## config.mk

```make
export PLATFORM = sky130hd
export DESIGN_NAME = sr_guard
export DESIGN_NICKNAME = d
export VERILOG_FILES = /design/src/rtl/sr_guard_pkg.sv /design/src/rtl/sr_guard_wel.sv /design/src/rtl/sr_guard_nvreg.sv /design/src/rtl/sr_guard_blkprot.sv /design/src/rtl/sr_guard.sv
export SDC_FILE = /design/constraint.sdc
export NUM_CORES = 1
export LEC_CHECK = 0
export ABC_AREA = 1
export BUFFER_PORTS_ARGS = -buffer_cell sky130_fd_sc_hd__buf_2
export CORE_MARGIN = 2
export CORE_UTILIZATION = 39
export CTS_CLUSTER_DIAMETER = 60
export DETAILED_ROUTE_END_ITERATION = 12
export PLACE_DENSITY = 0.85
export SLEW_MARGIN = 15
export SYNTH_ARGS = -nofsm -noshare
export SYNTH_HDL_FRONTEND = slang
export SYNTH_HIERARCHICAL = 1
export SYNTH_SLANG_ARGS = --single-unit
export TNS_END_PERCENT = 50
```

## constraint.sdc

```tcl
create_clock -name clk -period 1.95 [get_ports clk]
set_input_delay 0.39 -clock clk [delete_from_list [all_inputs] [get_ports clk]]
set_output_delay 0.39 -clock clk [all_outputs]
set_load 0.02 [all_outputs]
```

## src/rtl/sr_guard_pkg.sv

```systemverilog
package sr_guard_pkg;

    localparam int STAT_W  = 8;
    localparam int B_BUSY  = 0;
    localparam int B_WEL   = 1;
    localparam int B_LVL0  = 2;
    localparam int B_LVL1  = 3;
    localparam int B_PEN   = 7;

    typedef enum logic [1:0] {
        LVL_NONE = 2'b00,
        LVL_QTR  = 2'b01,
        LVL_HALF = 2'b10,
        LVL_ALL  = 2'b11
    } prot_lvl_e;

    typedef struct packed {
        logic      pin_en;
        prot_lvl_e lvl;
    } nv_bits_t;

    function automatic nv_bits_t nv_from_byte(input logic [STAT_W-1:0] d);
        nv_bits_t n;
        n.pin_en = d[B_PEN];
        n.lvl    = prot_lvl_e'({d[B_LVL1], d[B_LVL0]});
        return n;
    endfunction

    function automatic logic [STAT_W-1:0] build_status(input nv_bits_t n,
                                                       input logic wel,
                                                       input logic busy);
        logic [STAT_W-1:0] s;
        s = '0;
        if (busy) begin
            s = '1;
        end else begin
            s[B_PEN]  = n.pin_en;
            s[B_LVL1] = n.lvl[1];
            s[B_LVL0] = n.lvl[0];
            s[B_WEL]  = wel;
        end
        return s;
    endfunction

endpackage

```

## src/rtl/sr_guard_wel.sv

```systemverilog
module sr_guard_wel (
    input  logic clk,
    input  logic rst,
    input  logic set_cmd,
    input  logic clr_cmd,
    input  logic busy,
    output logic wel
);
    logic busy_q;

    always_ff @(posedge clk) begin
        if (rst) begin
            wel    <= 1'b0;
            busy_q <= 1'b0;
        end else begin
            busy_q <= busy;
            if (busy) begin
                wel <= wel;
            end else if (busy_q) begin
                wel <= 1'b0;
            end else if (set_cmd) begin
                wel <= 1'b1;
            end else if (clr_cmd) begin
                wel <= 1'b0;
            end
        end
    end

    p_set_latch_r3: assert property (@(posedge clk) disable iff (rst)
        (set_cmd && !busy && !$past(busy)) |=> wel);

    p_clr_latch_r3: assert property (@(posedge clk) disable iff (rst)
        (clr_cmd && !set_cmd && !busy) |=> !wel);

    p_end_clears_r4: assert property (@(posedge clk) disable iff (rst)
        $fell(busy) |=> !wel);

endmodule

```

## src/rtl/sr_guard_nvreg.sv

```systemverilog
module sr_guard_nvreg
    import sr_guard_pkg::*;
(
    input  logic              clk,
    input  logic              rst,
    input  logic              wr_req,
    input  logic [STAT_W-1:0] wr_data,
    input  logic              permit,
    input  logic              cs_n,
    input  logic              wp_n,
    output nv_bits_t          nv,
    output logic              start
);
    nv_bits_t pend;
    logic     pend_vld;
    logic     lock;

    assign lock = nv.pin_en & ~wp_n;

    always_ff @(posedge clk) begin
        if (rst) begin
            nv       <= '0;
            pend     <= '0;
            pend_vld <= 1'b0;
            start    <= 1'b0;
        end else begin
            start <= 1'b0;
            if (pend_vld && lock) begin
                pend_vld <= 1'b0;
            end else if (pend_vld && cs_n) begin
                nv       <= pend;
                pend_vld <= 1'b0;
                start    <= 1'b1;
            end else if (wr_req && permit && !cs_n) begin
                pend     <= nv_from_byte(wr_data);
                pend_vld <= 1'b1;
            end
        end
    end

    p_lock_freezes_r7: assert property (@(posedge clk) disable iff (rst)
        (nv.pin_en && !wp_n) |=> $stable(nv));

    p_start_after_cs_r6: assert property (@(posedge clk) disable iff (rst)
        start |-> $past(cs_n));

    p_start_single_r6: assert property (@(posedge clk) disable iff (rst)
        start |=> !start);

endmodule

```

## src/rtl/sr_guard_blkprot.sv

```systemverilog
module sr_guard_blkprot
    import sr_guard_pkg::*;
#(
    parameter int ADDR_W = 16
) (
    input  prot_lvl_e         lvl,
    input  logic [ADDR_W-1:0] addr,
    output logic              prot
);
    localparam int HI = ADDR_W - 1;
    logic [1:0] top2;

    generate
        if (ADDR_W >= 2) begin : g_wide
            assign top2 = addr[HI -: 2];
        end else begin : g_narrow
            assign top2 = {addr[0], addr[0]};
        end
    endgenerate

    always_comb begin
        unique case (lvl)
            LVL_NONE: prot = 1'b0;
            LVL_QTR:  prot = (top2 == 2'b11);
            LVL_HALF: prot = top2[1];
            LVL_ALL:  prot = 1'b1;
            default:  prot = 1'b1;
        endcase
    end

endmodule

```

## src/rtl/sr_guard.sv

```systemverilog
module sr_guard
    import sr_guard_pkg::*;
#(
    parameter int ADDR_W = 16
) (
    input  logic              clk,
    input  logic              rst,
    input  logic              cs_n,
    input  logic              wp_n,
    input  logic              wel_set,
    input  logic              wel_clr,
    input  logic              sr_wr_req,
    input  logic [7:0]        sr_wr_data,
    input  logic              busy,
    input  logic [ADDR_W-1:0] cand_addr,
    output logic [7:0]        status,
    output logic              sr_permit,
    output logic              sr_cycle_start,
    output logic              addr_prot
);
    logic     wel;
    nv_bits_t nv;
    logic     hw_lock;

    sr_guard_wel u_wel (
        .clk     (clk),
        .rst     (rst),
        .set_cmd (wel_set),
        .clr_cmd (wel_clr),
        .busy    (busy),
        .wel     (wel)
    );

    assign hw_lock   = nv.pin_en & ~wp_n;
    assign sr_permit = wel & ~busy & ~hw_lock;

    sr_guard_nvreg u_nv (
        .clk     (clk),
        .rst     (rst),
        .wr_req  (sr_wr_req),
        .wr_data (sr_wr_data),
        .permit  (sr_permit),
        .cs_n    (cs_n),
        .wp_n    (wp_n),
        .nv      (nv),
        .start   (sr_cycle_start)
    );

    sr_guard_blkprot #(.ADDR_W(ADDR_W)) u_blk (
        .lvl  (nv.lvl),
        .addr (cand_addr),
        .prot (addr_prot)
    );

    assign status = build_status(nv, wel, busy);

    p_start_needs_idle_r6: assert property (@(posedge clk) disable iff (rst)
        sr_cycle_start |-> !$past(busy));

    p_whole_array_r9: assert property (@(posedge clk) disable iff (rst)
        (nv.lvl == LVL_ALL) |-> addr_prot);

    p_no_region_r9: assert property (@(posedge clk) disable iff (rst)
        (nv.lvl == LVL_NONE) |-> !addr_prot);

endmodule

```

==> results of run 1 <==
-- layer usage --
layer	routed length, µm	vias to the layer above
met5	0	-
met4	21	0
met3	61	2
met2	445	16
met1	442	210
li1	-	283
-- path summary, 6_finish.rpt --
path / from / end / depth (start not counted)
worst max-delay path: u_nv/nv[2] / sr_permit / 4
worst min-delay path: rst / u_wel/busy_q / 2
worst max register to register: u_nv/nv[2] / u_nv/pend[2] / 8
worst min register to register: u_nv/pend[0] / u_nv/pend[0] / 2
-- synthesized netlist by cell type, drive strengths merged --
| library cell | n | area [µm²] |
|---|---|---|
| a21oi | 7 | 35.0 |
| buf | 5 | 41.3 |
| dfxtp | 10 | 200 |
| inv | 16 | 60.1 |
| nand2 | 16 | 60.1 |
| nand3 | 9 | 50.1 |
| nor2 | 14 | 57.6 |
| o21ai | 1 | 5.00 |
| or2 | 3 | 18.8 |
-- state kept, by name, summed over array words and instances (netlist names) --
| register | cells |
|---|---|
| u_nv/pend | 3 |
| u_nv/nv | 3 |
| u_nv/pend_vld | 1 |
| u_wel/busy_q | 1 |
| u_nv/start | 1 |
| u_wel/wel | 1 |
-- worst max-delay path, delay by kind of cell, from the launching register on --
family	cells	cell delay [ns]
AND/OR/NAND/NOR	2	0.16
buffers and inverters	2	0.26
flip-flops	1	0.33
-- area by class of cell --
| cell class | instances | area share (%) |
|---|---|---|
| repair buffers | 23 | 17.5 |
| clock buffers | 4 | 5.52 |
| flip-flops and latches | 10 | 30.5 |
| multi-input cells | 50 | 34.5 |
| well taps | 15 | 2.86 |
| inverters | 16 | 9.14 |
-- power by group through the flow --
stage                     Clock [mW]  Combinational (mW)  Sequential [mW]
after global routing           0.197              0.0731            0.212
after detailed placement           0              0.0643            0.216
after global placement             0              0.0624            0.216
final                          0.189              0.0638            0.211
after CTS                      0.194              0.0644            0.211
after floorplan                    0              0.0422            0.215
-- logic make-up (layout without fill, tap and decap cells) --
family / count (synthesis) / count (layout)
AO/OA/AOI/OAI: 8 / 8
flip-flops: 10 / 10
AND/OR/NAND/NOR: 42 / 42
buffers and inverters: 21 / 43
-- metrics by stage --
step                setup WS, ns  instance area [µm²]  power, mW  hold slack (ns)  instances
finish                     0.536                  657      0.464            0.315        118
global route               0.463                  657      0.481            0.342        118
CTS                        0.526                  657      0.469            0.312        118
detailed placement         0.499                  621      0.280            0.471        114
global placement           0.540                  621      0.278            0.460        114
floorplan                  0.539                  528      0.258            0.452         81
==> reports/qor.txt, run 1 <==
power share of the combinational group = 13.7%
initial antenna violation count = 0
clk sink count = 10
GP Congestion = 0.742
total wire length = 971 µm
Die Span Y = 40.8 µm
pwr/cell area = 706 nW/µm²
Final setup viols = 0
hold_buf cts = 0
met2 GRT Util = 23.4%
HP Class = input pin to flop
Root Buffer Master = clkbuf_4
Post-Synth Simple-Gate Area = 35.3%
Leak Pwr = 0.351 nW
CTS Buf Count = 3
num ports = 43
post_cts resized = 0
share of cells above drive strength 1 = 31.1%
CP Cell Sequence = inv_1, nor2_1, nor2_1, buf_2
Fmax = 0.707 GHz
clk_skew = 0.00396 ns
maxcap violations = 0
grt met3 use = 4.89%
yosys warns = 6
Setup TNS Final = 0 ns
final core occ = 51.1%
post-CTS setup buffer count = 0
n_diodes = 0
Clock power frac = 40.8%
largest net degree at the start of global routing = 14
area grow syn2layout = 24.4%
CTS tree = built
row count = 13
Internal = 0.348 mW
crit path launch type = flop
critical path required time = 1.56 ns
final worst-path cycle share = 72.5%
syn avg cell area = 6.52 µm²
Nets = 136
DR vias/cell = 4.33
Synth Register Bits = 10
Antenna Violating Nets Remaining = 0
Top Usage Layer GRT = met2
max-slew violation count = 0
sequential group share of total power = 45.5%
CP dominant cell by count = nor2_1
GRT Total Usage = 14.1%
post-layout min period = 1.41 ns
vias = 511
sw frac = 25.1%
GRT met1 Usage = 15.5%
slowest cell on the critical path = dfxtp_1
hpwl dp = 760 µm
Core ar. = 1280 µm²
Least-Margin Pin Slew = 0.266 ns
main combinational cell family by area after synthesis = simple AND/OR/NAND/NOR gates
syn nets = 113
vias in the first global route = 399
status = complete, no violations
Critical Path Fanout Max = 3
first-pass GRT wire length = 1.51 mm
R2R Setup Slk = 0.76 ns
starting DRC count in detailed routing = 9
I/O Buffers = 23
TritonRoute pass-1 iters = 4
RSZ-0062 raised after global routing = no
routed len/inst = 8.23 µm
arrival time at the worst endpoint = 1.02 ns
mux share of post-synthesis cell area = 0%
fillers = 138
delay of the slowest critical-path stage = 0.33 ns
most common cell after layout, fill and taps aside = buf_2
Register Area = 200 µm²
Remaining Overflow, GRT = 0
worst skew pair latency = 0.27 ns
Clock transition at path regs = 0.07 ns
Distinct cells, synth = 13
complex-gate fraction of the synthesized area = 7.58%
Netlist Area Pre-Place = 528 µm²
relative slew slack = 82.3%
xor/xnor share of the synthesized area = 0%
most frequent cells in the layout = buf_2, nand2_1, inv_1
CTS Buffer Depth = 2
Residual DRC = 0
die width = 40.8 µm
Final Hold Viols = 0
starting density of the core = 41.1%
CTS HTree Levels = 1
sequential area share after synthesis = 37.9%
DIE AREA = 1660 µm²
element type at the critical path end = primary output
Multi-input gate area = 226 µm²
Mapped Cells = 81
kind of critical path = flop to primary output
Post-Synth Adder-Cell Area = 0%
VDD IR max = 0.000375 V
Net Switching = 0.116 mW
No activity file was read; power rests on OpenSTA's default activity.
==> run 2, diff against run 1 <==
--- a/config.mk
+++ b/config.mk
@@ -8,10 +8,10 @@
 export ABC_AREA = 1
 export BUFFER_PORTS_ARGS = -buffer_cell sky130_fd_sc_hd__buf_2
 export CORE_MARGIN = 2
-export CORE_UTILIZATION = 39
+export CORE_UTILIZATION = 37
 export CTS_CLUSTER_DIAMETER = 60
 export DETAILED_ROUTE_END_ITERATION = 12
-export PLACE_DENSITY = 0.85
+export PLACE_DENSITY = 0.82
 export SLEW_MARGIN = 15
 export SYNTH_ARGS = -nofsm -noshare
 export SYNTH_HDL_FRONTEND = slang
==> constraint.sdc (replaced) <==
create_clock -name clk -period 1.5 [get_ports clk]
set_input_delay 0.3 -clock clk [delete_from_list [all_inputs] [get_ports clk]]
set_output_delay 0.3 -clock clk [all_outputs]
set_load 0.02 [all_outputs]
==> run 2 against run 1 <==
Wire length increased by 0.93%. Largest cell class unchanged. Via count up 1.4%. Design area stayed put. Sequential share of layout area unchanged. Critical endpoint unchanged.
==> reports/qor.txt, run 2 (synthesis results as in run 1) <==
status = complete, no violations
Nets = 136
CP Cell Sequence = inv_1, nor2_1, nor2_1, buf_2
Antenna Violating Nets Remaining = 0
VDD IR max = 0.000510 V
share of cells above drive strength 1 = 31.1%
routed len/inst = 8.31 µm
num ports = 43
Root Buffer Master = clkbuf_4
CP dominant cell by count = nor2_1
Clock transition at path regs = 0.07 ns
fillers = 145
Remaining Overflow, GRT = 0
Final Cell Area = 657 µm²
clk sink count = 10
RSZ-0062 raised after global routing = no
Residual DRC = 0
arrival time at the worst endpoint = 0.99 ns
vias in the first global route = 427
area grow syn2layout = 24.4%
GP Congestion = 0.724
Critical Path Fanout Max = 3
Fmax = 0.776 GHz
Setup TNS Final = 0 ns
Placed Area = 621 µm²
post-CTS setup buffer count = 0
critical path's top delay family = flip-flops
total wire length = 980 µm
largest net degree at the start of global routing = 14
starting density of the core = 40.1%
HP Class = input pin to flop
n_diodes = 0
final worst-path cycle share = 85.9%
pwr/cell area = 910 nW/µm²
element type at the critical path end = primary output
hold_buf cts = 0
starting DRC count in detailed routing = 5
Die Span Y = 41.8 µm
DR vias/cell = 4.39
maxcap violations = 0
delay of the slowest critical-path stage = 0.33 ns
crit path launch type = flop
DIE AREA = 1750 µm²
first-pass GRT wire length = 1.68 mm
Multi-input gate area = 226 µm²
hpwl dp = 757 µm
slowest cell on the critical path = dfxtp_1
kind of critical path = flop to primary output
I/O Buffers = 23
Register Area = 200 µm²
TritonRoute pass-1 iters = 3
Final setup viols = 0
CP bufs+invs = 2
critical path required time = 1.20 ns
Least-Margin Pin Slew = 0.280 ns
relative slew slack = 81.3%
initial antenna violation count = 0
post-layout min period = 1.29 ns
GRT Total Usage = 12.6%
most frequent cells in the layout = buf_2, nand2_1, inv_1
CTS Buffer Depth = 2
worst skew pair latency = 0.27 ns
CTS tree = built
CTS HTree Levels = 1
post_cts resized = 0
vias = 518
largest registers = u_nv/nv: 3 flops, u_nv/pend: 3 flops
die width = 41.8 µm
row count = 13
max-slew violation count = 0
Leak Pwr = 0.351 nW
CTS Buf Count = 3
Core ar. = 1320 µm²
Final Hold Viols = 0
clk_skew = 0.00532 ns
most common cell after layout, fill and taps aside = buf_2
## run 2: cell counts in the layout (fill, tap and decap cells not counted)
Identical to the previous run, type by type.
## run 2: worst register-to-register path, stage by stage, from the launching register on
cell and delay, ns:
dfxtp_1 0.33, inv_1 0.08, nor2_1 0.04, nor2_1 0.10
nand2_1 0.07, nor2_2 0.24, nand3_1 0.11, nand2_1 0.07
nor2_1 0.03
## run 2: cell type report
| type | count | area share [%] |
|---|---|---|
| clock buffers | 4 | 5.52 |
| inverters | 16 | 9.14 |
| multi-input cells | 50 | 34.5 |
| flip-flops and latches | 10 | 30.5 |
| well taps | 15 | 2.86 |
| repair buffers | 23 | 17.5 |
## run 2: final timing paths
check	from	end	cells past startpoint	slack, ns
worst min register to register	u_nv/pend[2]	u_nv/pend[2]	2	0.48
worst min-delay path	rst	u_wel/busy_q	2	0.23
worst max-delay path	u_nv/nv[2]	sr_permit	4	0.21
worst max register to register	u_nv/nv[2]	u_nv/pend[1]	8	0.33
## run 2: layer usage
metal | track usage [%] | part of all wire (%) | vias up
met5 | 0 | 0 | -
met4 | 7.74 | 1.8 | 0
met3 | 5.22 | 8.1 | 2
met2 | 20.0 | 47 | 18
met1 | 13.8 | 43 | 214
li1 | - | - | 284
## run 2: power by group
group / switching, mW / internal, mW
logic: 0.0488 / 0.0331
clock network: 0.0936 / 0.147
registers: 0.00355 / 0.271
total: 0.146 / 0.452
## run 2: metrics by stage
step	total power [mW]	util (%)	instances	hold slack, ns	worst slack (ns)
global route	0.633	49.9	118	0.225	0.134
detailed placement	0.364	47.1	114	0.470	0.173
floorplan	0.335	-	81	0.371	0.179
CTS	0.611	49.9	118	0.221	0.191
global placement	0.362	47.1	114	0.460	0.181
finish	0.598	49.9	118	0.231	0.212
